### src/rtl/regbus_pkg.sv
package regbus_pkg;

    typedef enum logic [1:0] {
        OP_READ  = 2'd0,
        OP_WRITE = 2'd1,
        OP_RMW   = 2'd2,
        OP_ALT   = 2'd3
    } regbus_op_e;

    typedef enum logic [3:0] {
        S_IDLE,
        S_ADDR_SET,
        S_ADDR_STB,
        S_ADDR_REL,
        S_RD_SET,
        S_RD_STB,
        S_RD_REL,
        S_DAT_SET,
        S_DAT_STB,
        S_DAT_REL,
        S_WR_SET,
        S_WR_STB,
        S_WR_REL,
        S_RESP
    } regbus_state_e;

endpackage

### src/rtl/regbus_ack_sync.sv
module regbus_ack_sync #(
    parameter int STAGES = 2
) (
    input  logic clk,
    input  logic rst,
    input  logic async_in,
    output logic sync_out
);
    logic [STAGES-1:0] chain_q;

    generate
        if (STAGES < 2) begin : g_bad
            initial $error("regbus_ack_sync needs at least two stages");
        end
    endgenerate

    always_ff @(posedge clk) begin
        if (rst) chain_q <= '0;
        else     chain_q <= {chain_q[STAGES-2:0], async_in};
    end

    assign sync_out = chain_q[STAGES-1];
endmodule

### src/rtl/regbus_poll_timer.sv
module regbus_poll_timer #(
    parameter int SAMPLE_CYCLES = 2,
    parameter int SAMPLE_LIMIT  = 200
) (
    input  logic clk,
    input  logic rst,
    input  logic restart,
    output logic tick,
    output logic last_sample
);
    localparam int CW = $clog2(SAMPLE_CYCLES + 1);
    localparam int NW = $clog2(SAMPLE_LIMIT + 1);

    typedef struct packed {
        logic [CW-1:0] cyc;
        logic [NW-1:0] smp;
    } tmr_t;

    tmr_t q, d;

    assign tick        = (q.cyc == CW'(SAMPLE_CYCLES - 1));
    assign last_sample = tick && (q.smp == NW'(SAMPLE_LIMIT - 1));

    always_comb begin
        d = q;
        if (restart) begin
            d = '0;
        end else if (tick) begin
            d.cyc = '0;
            d.smp = q.smp + NW'(1);
        end else begin
            d.cyc = q.cyc + CW'(1);
        end
    end

    always_ff @(posedge clk) begin
        if (rst) q <= '0;
        else     q <= d;
    end
endmodule

### src/rtl/regbus_master.sv
module regbus_master
    import regbus_pkg::*;
#(
    parameter int DATA_W        = 16,
    parameter int SAMPLE_CYCLES = 2,
    parameter int SAMPLE_LIMIT  = 200,
    parameter int SYNC_STAGES   = 2
) (
    input  logic              clk,
    input  logic              rst,
    input  logic              req_valid,
    output logic              req_ready,
    input  logic [1:0]        req_op,
    input  logic [DATA_W-1:0] req_addr,
    input  logic [DATA_W-1:0] req_wdata,
    input  logic [DATA_W-1:0] req_mask,
    output logic              rsp_valid,
    output logic              rsp_err,
    output logic [DATA_W-1:0] rsp_rdata,
    output logic [DATA_W-1:0] bus_wval,
    output logic              bus_cap_addr,
    output logic              bus_cap_data,
    output logic              bus_rd_stb,
    output logic              bus_wr_stb,
    input  logic [DATA_W-1:0] bus_rval,
    input  logic              bus_ack
);
    typedef struct packed {
        regbus_state_e     state;
        regbus_op_e        op;
        logic [DATA_W-1:0] addr;
        logic [DATA_W-1:0] wdata;
        logic [DATA_W-1:0] mask;
        logic [DATA_W-1:0] rdata;
        logic              second;
        logic              setup;
        logic              err;
    } seq_t;

    seq_t seq_q, seq_d;
    logic ack_s, tick, last_sample, tmr_restart;
    logic seen_hi, seen_lo;

    regbus_ack_sync #(.STAGES(SYNC_STAGES)) u_sync (
        .clk(clk), .rst(rst), .async_in(bus_ack), .sync_out(ack_s)
    );

    regbus_poll_timer #(
        .SAMPLE_CYCLES(SAMPLE_CYCLES), .SAMPLE_LIMIT(SAMPLE_LIMIT)
    ) u_tmr (
        .clk(clk), .rst(rst), .restart(tmr_restart),
        .tick(tick), .last_sample(last_sample)
    );

    assign seen_hi = tick && ack_s;
    assign seen_lo = tick && !ack_s;

    always_comb begin
        seq_d = seq_q;
        unique case (seq_q.state)
            S_IDLE: if (req_valid) begin
                seq_d.state  = S_ADDR_SET;
                seq_d.op     = regbus_op_e'(req_op);
                seq_d.addr   = req_addr;
                seq_d.wdata  = req_wdata;
                seq_d.mask   = req_mask;
                seq_d.rdata  = '0;
                seq_d.second = 1'b0;
                seq_d.setup  = 1'b0;
                seq_d.err    = 1'b0;
            end
            S_ADDR_SET: begin
                seq_d.setup = !seq_q.setup;
                if (seq_q.setup) seq_d.state = S_ADDR_STB;
            end
            S_ADDR_STB: if (seen_hi)          seq_d.state = S_ADDR_REL;
                        else if (last_sample) seq_d.err   = 1'b1;
            S_ADDR_REL: if (seen_lo)
                            seq_d.state = (seq_q.op == OP_WRITE || seq_q.second)
                                          ? S_DAT_SET : S_RD_SET;
                        else if (last_sample) seq_d.err = 1'b1;
            S_RD_SET:   seq_d.state = S_RD_STB;
            S_RD_STB: if (seen_hi) begin
                          seq_d.rdata = bus_rval;
                          seq_d.state = S_RD_REL;
                      end else if (last_sample) seq_d.err = 1'b1;
            S_RD_REL: if (seen_lo) begin
                          if (seq_q.op == OP_RMW) begin
                              seq_d.wdata  = (seq_q.rdata & ~seq_q.mask) | seq_q.wdata;
                              seq_d.second = 1'b1;
                              seq_d.state  = S_ADDR_SET;
                          end else begin
                              seq_d.state = S_RESP;
                          end
                      end else if (last_sample) seq_d.err = 1'b1;
            S_DAT_SET: begin
                seq_d.setup = !seq_q.setup;
                if (seq_q.setup) seq_d.state = S_DAT_STB;
            end
            S_DAT_STB: if (seen_hi)          seq_d.state = S_DAT_REL;
                       else if (last_sample) seq_d.err   = 1'b1;
            S_DAT_REL: if (seen_lo)          seq_d.state = S_WR_SET;
                       else if (last_sample) seq_d.err   = 1'b1;
            S_WR_SET:  seq_d.state = S_WR_STB;
            S_WR_STB:  if (seen_hi)          seq_d.state = S_WR_REL;
                       else if (last_sample) seq_d.err   = 1'b1;
            S_WR_REL:  if (seen_lo)          seq_d.state = S_RESP;
                       else if (last_sample) seq_d.err   = 1'b1;
            S_RESP:    seq_d.state = S_IDLE;
            default:   seq_d.state = S_IDLE;
        endcase
        // a timed-out phase ends the command with no data
        if (seq_d.err && !seq_q.err) begin
            seq_d.state = S_RESP;
            seq_d.rdata = '0;
        end
        tmr_restart = (seq_d.state != seq_q.state);
    end

    always_ff @(posedge clk) begin
        if (rst) seq_q <= '0;
        else     seq_q <= seq_d;
    end

    always_comb begin
        bus_wval     = '0;
        bus_cap_addr = 1'b0;
        bus_cap_data = 1'b0;
        bus_rd_stb   = 1'b0;
        bus_wr_stb   = 1'b0;
        unique case (seq_q.state)
            S_ADDR_SET, S_ADDR_REL: bus_wval = seq_q.addr;
            S_ADDR_STB: begin bus_wval = seq_q.addr; bus_cap_addr = 1'b1; end
            S_RD_STB:   bus_rd_stb = 1'b1;
            S_DAT_SET, S_DAT_REL, S_WR_SET, S_WR_REL: bus_wval = seq_q.wdata;
            S_DAT_STB:  begin bus_wval = seq_q.wdata; bus_cap_data = 1'b1; end
            S_WR_STB:   begin bus_wval = seq_q.wdata; bus_wr_stb = 1'b1; end
            default: ;
        endcase
    end

    assign req_ready = (seq_q.state == S_IDLE);
    assign rsp_valid = (seq_q.state == S_RESP);
    assign rsp_err   = rsp_valid && seq_q.err;
    assign rsp_rdata = seq_q.rdata;
endmodule

### config.mk
export PLATFORM = sky130hd
export DESIGN_NAME = regbus_master
export DESIGN_NICKNAME = d
export VERILOG_FILES = /design/src/rtl/regbus_pkg.sv /design/src/rtl/regbus_ack_sync.sv /design/src/rtl/regbus_poll_timer.sv /design/src/rtl/regbus_master.sv
export SDC_FILE = /design/constraint.sdc
export NUM_CORES = 1
export LEC_CHECK = 0
export BUFFER_PORTS_ARGS = -buffer_cell sky130_fd_sc_hd__buf_2
export CAP_MARGIN = 20
export CELL_PAD_IN_SITES_DETAIL_PLACEMENT = 1
export CELL_PAD_IN_SITES_GLOBAL_PLACEMENT = 2
export CORE_MARGIN = 1
export CORE_UTILIZATION = 32
export DETAILED_ROUTE_END_ITERATION = 16
export PLACE_DENSITY_LB_ADDON = 0.05
export REMOVE_ABC_BUFFERS = 1
export SETUP_SLACK_MARGIN = 0.02
export SLEW_MARGIN = 10
export SYNTH_ARGS = -nofsm -noshare
export SYNTH_HDL_FRONTEND = slang
export SYNTH_SLANG_ARGS = --single-unit
### constraint.sdc
create_clock -name clk -period 4.9 [get_ports clk]
set_input_delay 0.49 -clock clk [delete_from_list [all_inputs] [get_ports clk]]
set_output_delay 0.49 -clock clk [all_outputs]
set_load 0.02 [all_outputs]
==> metrics.csv, run 1 <==
stage,metric,value,unit
finish,nFillCells,1518,
power,peakVddDrop,157.9,µV
setup_path,worstSetupPathType,reg2out,
clock_network,clockBufferDepth,2,
setup_path,endpoint_kind,output port,
grt,grt_pass1_vias,3959,
setup_path,rrSetupSlack,1.79,ns
power,p_total,1.687,mW
synth,ys_warn_count,0,
clock_network,clk_pin_slew,0.06,ns
drt,vias_per_cell,5.157,
timing,tns,0,ns
finish,final_cell_mix,"109 x buf_2, 99 x nand2_1, 85 x dfxtp_1, 56 x a21oi_1, 37 x nor3_1",
timing,finalHoldViolations,0,
timing,fin_skew,0.008744,ns
floorplan,die_width,115.2,µm
setup_path,startpoint_type,flop,
place,placement.io_buffers,108,
timing,maxSlewHeadroom,0.3162,
clock_network,ctsResizeCount,0,
synth,synthXorXnorAreaFrac,0.02137,
synth,synth_simple_gate_area_frac,0.2840,
floorplan,die_y,115.2,µm
synth,synth_fa_ha_area_frac,0.006107,
drt,drt_wl_total,12740,µm
min_path,hold_path_depth,2,
timing,worst_slew_pin_slew,1.026,ns
clock_network,cts_tree,done,
finish,layout_commonest_cell,buf_2,
grt,grt_max_degree,60,
timing,period_share,0.6430,
floorplan,initial_core_util,0.3342,
drt,first_pass_iters,4,
synth,syn_area_per_cell,8.066,µm²
min_path,min_to,u_sync.chain_q[0]$_SDFF_PP0_,
synth,synth_compound_area_frac,0.1789,
setup_path,cp_max_fo,22,
power,clock_power_share,0.395,
floorplan,io_pins,109,
grt,overflow,0,
power,leakage,1.902,nW
floorplan,core_area,12260,µm²
min_path,holdCritPathClass,in2reg,
clock_network,htreeDepth,3,
timing,fin_crit,3.151,ns
synth,synthesis.area,4098,µm²
min_path,hold_path_startpoint,bus_ack,
power,p_seq_frac,0.455,
drt,ant_nets,0,
place,gp_congestion,0.8833,
clock_network,root_buffer,clkbuf_16,
finish,drive_gt1_frac,0.2509,
power,powerDensity,348.2,nW/µm²
finish,fin_area,4846,µm²
setup_path,regToRegEndpoint,u_tmr.q[8]$_SDFF_PP0_,
drt,drtIter0Drc,135,
drt,post_drt_wl_per_cell,16.98,µm
clock_network,insertion_delay,0.35,ns
power,p_sw,485.3,µW
synth,synthCells,508,
timing,clock.fmax,317.4,MHz
floorplan,rows,40,
place,dpl.hpwl,8519,µm
synth,synthFlopType,dfxtp_1,
synth,synthArstFlopShare,0,
synth,synth-edff-count,0,
power,comb_power_share,0.150,
grt,grt_usage,0.2029,
clock_network,post_cts_buffers,0,
power,swShare,0.2876,
setup_path,worstReg2RegStart,seq_q[72]$_SDFF_PP0_,
clock_network,postCtsHoldBufs,0,
drt,drc_errors,0,
timing,rsz0062_at_grt,no,
power,p_int,1.202,mW
setup_path,cp_data_arrival_time,2.66,ns
timing,setup_viol,0,
synth,synth_top_family_by_area,simple AND/OR/NAND/NOR gates,
clock_network,cts_made_buffers,9,
setup_path,worst-r2r-cell-count,7,
timing,slew_viol_final,0,
synth,ys_types,48,
place,placed_area,4558,µm²
finish,fin_nets,649,
grt,antenna_found_initial,1,
setup_path,required,4.41,ns
job,cap_viol_max_count,0,
floorplan,die_area,13260,µm²
outcome,status,"complete, no violations",
finish,diodes,0,
clock_network,clock_sinks,85,
grt,grt_pass1_wl,20480,µm
synth,ys_seq_area_frac,0.4153,
finish,syn_to_final_growth,18.26,%
synth,synth-seq-cells,85,
synth,synth_mux_area_frac,0.007328,
drt,num_vias,3868,
## power by group through the flow
stage               Sequential [mW]  Combinational [mW]  Clock [mW]
floorplan                     0.773               0.155           0
global placement              0.781               0.251           0
detailed placement            0.784               0.258           0
CTS                           0.768               0.260       0.686
global route                  0.774               0.285       0.716
finish                        0.768               0.253       0.666
## how the worst max path moves through the flow
stage | startpoint | to | slack (ns)
after floorplan | seq_q[69]$_SDFF_PP0_ | rsp_rdata[0]$_SDFFE_PP0P_ | 1.81
after global placement | seq_q[72]$_SDFF_PP0_ | u_tmr.q[4]$_SDFFE_PP0P_ | 1.71
after detailed placement | seq_q[69]$_SDFF_PP0_ | u_tmr.q[8]$_SDFF_PP0_ | 1.76
after CTS | seq_q[69]$_SDFF_PP0_ | bus_wval[6] | 1.69
after global routing | seq_q[69]$_SDFF_PP0_ | bus_wval[3] | 1.50
final | seq_q[69]$_SDFF_PP0_ | bus_wval[6] | 1.75
## through the flow
step	cells	hold WS [ns]	util	setup slack [ns]
3_3_place_gp	733	0.4200	0.3713	1.715
3_5_place_dp	734	0.4493	0.3717	1.756
2_1_floorplan	453	0.4106	-	1.814
5_1_grt	750	0.3662	0.3952	1.499
6_report	750	0.3665	0.3952	1.749
4_1_cts	750	0.3564	0.3952	1.693
## state kept, by name, indices dropped and copies added, names as in the netlist
name and cells:
seq_q 57, u_sync.chain_q 2, u_tmr.q 10, rsp_rdata 16
## synth_stat cells, types with 2 or more instances
| master | instances | area share |
|---|---|---|
| o211ai_1 | 7 | 0.013 |
| mux2i_1 | 3 | 0.0073 |
| and2_1 | 2 | 0.0031 |
| nor3_1 | 38 | 0.046 |
| a21oi_1 | 57 | 0.070 |
| inv_1 | 4 | 0.0037 |
| o22ai_1 | 2 | 0.0031 |
| a22o_1 | 16 | 0.034 |
| clkbuf_1 | 30 | 0.027 |
| a31oi_1 | 2 | 0.0031 |
| nand3_1 | 20 | 0.024 |
| nand2_1 | 100 | 0.092 |
| o21ai_1 | 2 | 0.0024 |
| nor2b_1 | 9 | 0.014 |
| a2111oi_1 | 9 | 0.022 |
| o21ai_0 | 4 | 0.0049 |
| a21boi_0 | 2 | 0.0037 |
| buf_4 | 17 | 0.031 |
| xnor2_1 | 3 | 0.0064 |
| buf_6 | 4 | 0.011 |
| o31ai_1 | 2 | 0.0037 |
| nand2b_1 | 4 | 0.0061 |
| nor3b_1 | 16 | 0.029 |
| clkbuf_8 | 3 | 0.010 |
| ha_1 | 2 | 0.0061 |
| nor2_1 | 28 | 0.026 |
| dfxtp_1 | 85 | 0.42 |
| and2b_2 | 2 | 0.0043 |
| xor2_1 | 7 | 0.015 |
| or2_2 | 2 | 0.0031 |
| and3_1 | 4 | 0.0061 |
| nand4_1 | 5 | 0.0076 |
| and4bb_2 | 2 | 0.0061 |
## cells by family (layout without fill, tap and decap cells)
group / after synthesis / after routing
XOR/XNOR: 10 / 10
adder cells (fa/ha/maj): 2 / 2
AND/OR/NAND/NOR: 239 / 239
multiplexers: 3 / 3
AO/OA/AOI/OAI: 110 / 110
flip-flops: 85 / 85
buffers and inverters: 59 / 133
## metal layers
metal	vias up	global-route usage	share of wire
met5	-	0	0.0010
met4	2	0.07273	0.013
met3	12	0.04533	0.051
met2	103	0.3414	0.48
met1	1847	0.2545	0.46
li1	1904	-	-
## critical path, cell delays in order, from the launching register on
cell and delay, ns:
dfxtp_1 0.79, nand2_1 0.23, o21ai_2 0.86, a22o_1 0.27
buf_2 0.17
## layout make-up
type | instances | area, µm² | area share
repair buffers | 113 | 575.6 | 0.1188
multi-input cells | 364 | 2056 | 0.4242
clock inverters | 4 | 31.28 | 0.006455
inverters | 4 | 15.01 | 0.003098
clock buffers | 12 | 256.5 | 0.05293
flip-flops and latches | 85 | 1702 | 0.3511
well taps | 168 | 210.2 | 0.04338
(Power assumes the default switching activity.)
==> run 2, diff against run 1 <==
CORE_UTILIZATION = 30   (was 32)
clock period = 3.14 ns   (was 4.9 ns; I/O delays follow)
==> run 2 against run 1 <==
  * Critical path depth is 1 higher
  * Clock power is 56% higher
  * Largest cell class unchanged
  * First-iteration DRC count is 54% higher
  * Critical path type unchanged
  * Highest routed layer is now met4
  * Largest power group unchanged
  * Power is 58% higher
  * Global-route usage is 0.39 points lower
  * Critical endpoint is now bus_wval[13]
  * Wire length is 6.5% higher
  * Sequential power is 55% higher
  * Worst hold slack worse by 0.16 ns
  * Core utilization is 2.5 points lower
  * Final area is 1.7% higher
  * Count of clock-buffer cells in the layout is 2 lower
==> metrics.csv, run 2 (synthesis gave the netlist of run 1 again) <==
stage,metric,value,unit,change
outcome,status,"complete, no violations",,
floorplan,die_y,118.9,µm,+3.2%
drt,drtIter0Drc,208,,+54%
timing,fin_crit,2.941,ns,
place,dpl.hpwl,9451,µm,+11%
clock_network,clk_pin_slew,0.06,ns,about the same
timing,timing.hold.ws,0.2039,ns,-0.1626 ns
grt,antenna_found_initial,0,,-1
clock_network,post_cts_buffers,0,,unchanged
setup_path,worstSetupPathType,reg2out,,
finish,fin_nets,660,,+1.7%
timing,rsz0062_at_grt,no,,
drt,drt_wl_total,13560,µm,+6.5%
floorplan,initial_core_util,0.3082,,-0.02598
timing,slew_viol_final,0,,unchanged
grt,overflow,0,,unchanged
floorplan,core_area,13300,µm²,+8.4%
finish,largest_reg_flops,57,,unchanged
power,leakage,1.959,nW,+3.0%
floorplan,rows,42,,+5.0%
finish,syn_to_final_growth,20.24,%,
timing,maxSlewHeadroom,0.2918,,-0.02434
power,peakVddDrop,274.1,µV,+74%
drt,post_drt_wl_per_cell,17.68,µm,+4.1%
floorplan,io_pins,109,,unchanged
setup_path,cp_max_fo,16,,-27%
timing,setup_viol,0,,unchanged
floorplan,die_width,118.9,µm,+3.2%
grt,grt_pass1_wl,21610,µm,+5.5%
grt,grt_max_degree,48,,-20%
drt,drc_errors,0,,unchanged
drt,ant_nets,0,,unchanged
finish,drive_gt1_frac,0.2606,,+0.009716
clock_network,postCtsHoldBufs,0,,unchanged
clock_network,cts_made_buffers,9,,unchanged
timing,fin_skew,0.009133,ns,+0.0003889 ns
timing,clock.fmax,340.1,MHz,
power,comb_power_share,0.162,,+0.012
setup_path,rrSetupSlack,0.47,ns,-1.32 ns
power,p_sw,746.3,µW,+54%
finish,layout_commonest_cell,buf_2,,
clock_network,root_buffer,clkbuf_16,,
setup_path,cp_data_arrival_time,2.63,ns,-0.03 ns
grt,grt_usage,0.1990,,-0.003886
setup_path,required,2.83,ns,-1.58 ns
drt,first_pass_iters,5,,+1
power,p_int,1.916,mW,+59%
setup_path,endpoint_kind,output port,,
finish,regMostFlops,seq_q,,
power,clock_power_share,0.390,,-0.005
job,cap_viol_max_count,0,,unchanged
power,swShare,0.2804,,-0.007271
timing,finalHoldViolations,0,,unchanged
clock_network,cts_tree,done,,
place,placement.io_buffers,108,,unchanged
clock_network,clock_sinks,85,,unchanged
finish,diodes,0,,unchanged
min_path,holdCritPathClass,in2reg,,
timing,tns,0,ns,unchanged
clock_network,ctsResizeCount,0,,unchanged
floorplan,die_area,14130,µm²,+6.5%
clock_network,htreeDepth,3,,unchanged
place,gp_congestion,0.8766,,-0.76%
drt,num_vias,3904,,+0.93%
grt,grt_pass1_vias,3930,,-0.73%
clock_network,clockBufferDepth,2,,unchanged
finish,final_cell_mix,"109 x buf_2, 99 x nand2_1, 85 x dfxtp_1, 57 x a21oi_1, 37 x nor3_1",,
power,p_seq_frac,0.448,,-0.007
clock_network,insertion_delay,0.34,ns,about the same
drt,vias_per_cell,5.090,,-1.3%
setup_path,startpoint_type,flop,,
timing,worst_slew_pin_slew,1.062,ns,+0.03650 ns
timing,period_share,0.9365,,
power,powerDensity,540.3,nW/µm²,+55%
[run 2: power by group through the flow]
stage	combinational (mW)	sequential (mW)	clock (mW)
floorplan	0.241	1.21	0
global placement	0.431	1.21	0
detailed placement	0.441	1.22	0
CTS	0.443	1.19	1.07
global route	0.480	1.20	1.13
finish	0.433	1.19	1.04
[run 2: layer usage]
| layer | GRT usage | wire length (µm) | up-vias | share of wire |
|---|---|---|---|---|
| li1 | - | - | 1921 | - |
| met1 | 0.2537 | 6262 | 1863 | 0.46 |
| met2 | 0.3268 | 6304 | 100 | 0.46 |
| met3 | 0.04167 | 700 | 20 | 0.052 |
| met4 | 0.07991 | 295 | 0 | 0.022 |
| met5 | 0 | 0 | - | 0 |
[run 2: worst paths after layout]
path                                            start                           end  cells past startpoint
worst max-delay path             seq_q[69]$_SDFF_PP0_                  bus_wval[13]                      5
worst min-delay path                          bus_ack  u_sync.chain_q[0]$_SDFF_PP0_                      2
worst max register to register   seq_q[70]$_SDFF_PP0_         u_tmr.q[8]$_SDFF_PP0_                      6
worst min register to register  u_tmr.q[8]$_SDFF_PP0_         u_tmr.q[8]$_SDFF_PP0_                      1
[run 2: through the flow]
step	total power, mW	setup WS, ns	std cells	utilization	area (µm²)
2_1_floorplan	1.448	0.05418	453	-	3756
3_3_place_gp	1.644	0.2486	752	0.3491	4642
3_5_place_dp	1.658	0.4706	753	0.3495	4647
5_1_grt	2.813	0.03344	767	0.3706	4927
4_1_cts	2.708	0.1061	767	0.3706	4927
6_report	2.662	0.1994	767	0.3706	4927
[run 2: cell type report]
cell class                 count  area [µm²]
timing repair buffer         124       658.1
fill                        1662        8368
clock inverter                 4       51.30
sequential                    85        1702
inverter                       4       15.01
tap                          176       220.2
clock buffer                  10       229.0
multi-input combinational    364        2052
[run 2: critical path: stages, from the launching register on]
cell and delay, ns:
dfxtp_1 0.55, buf_4 0.25, nand2_1 0.14, o21ai_2 0.89, a22o_1 0.27, buf_2 0.17
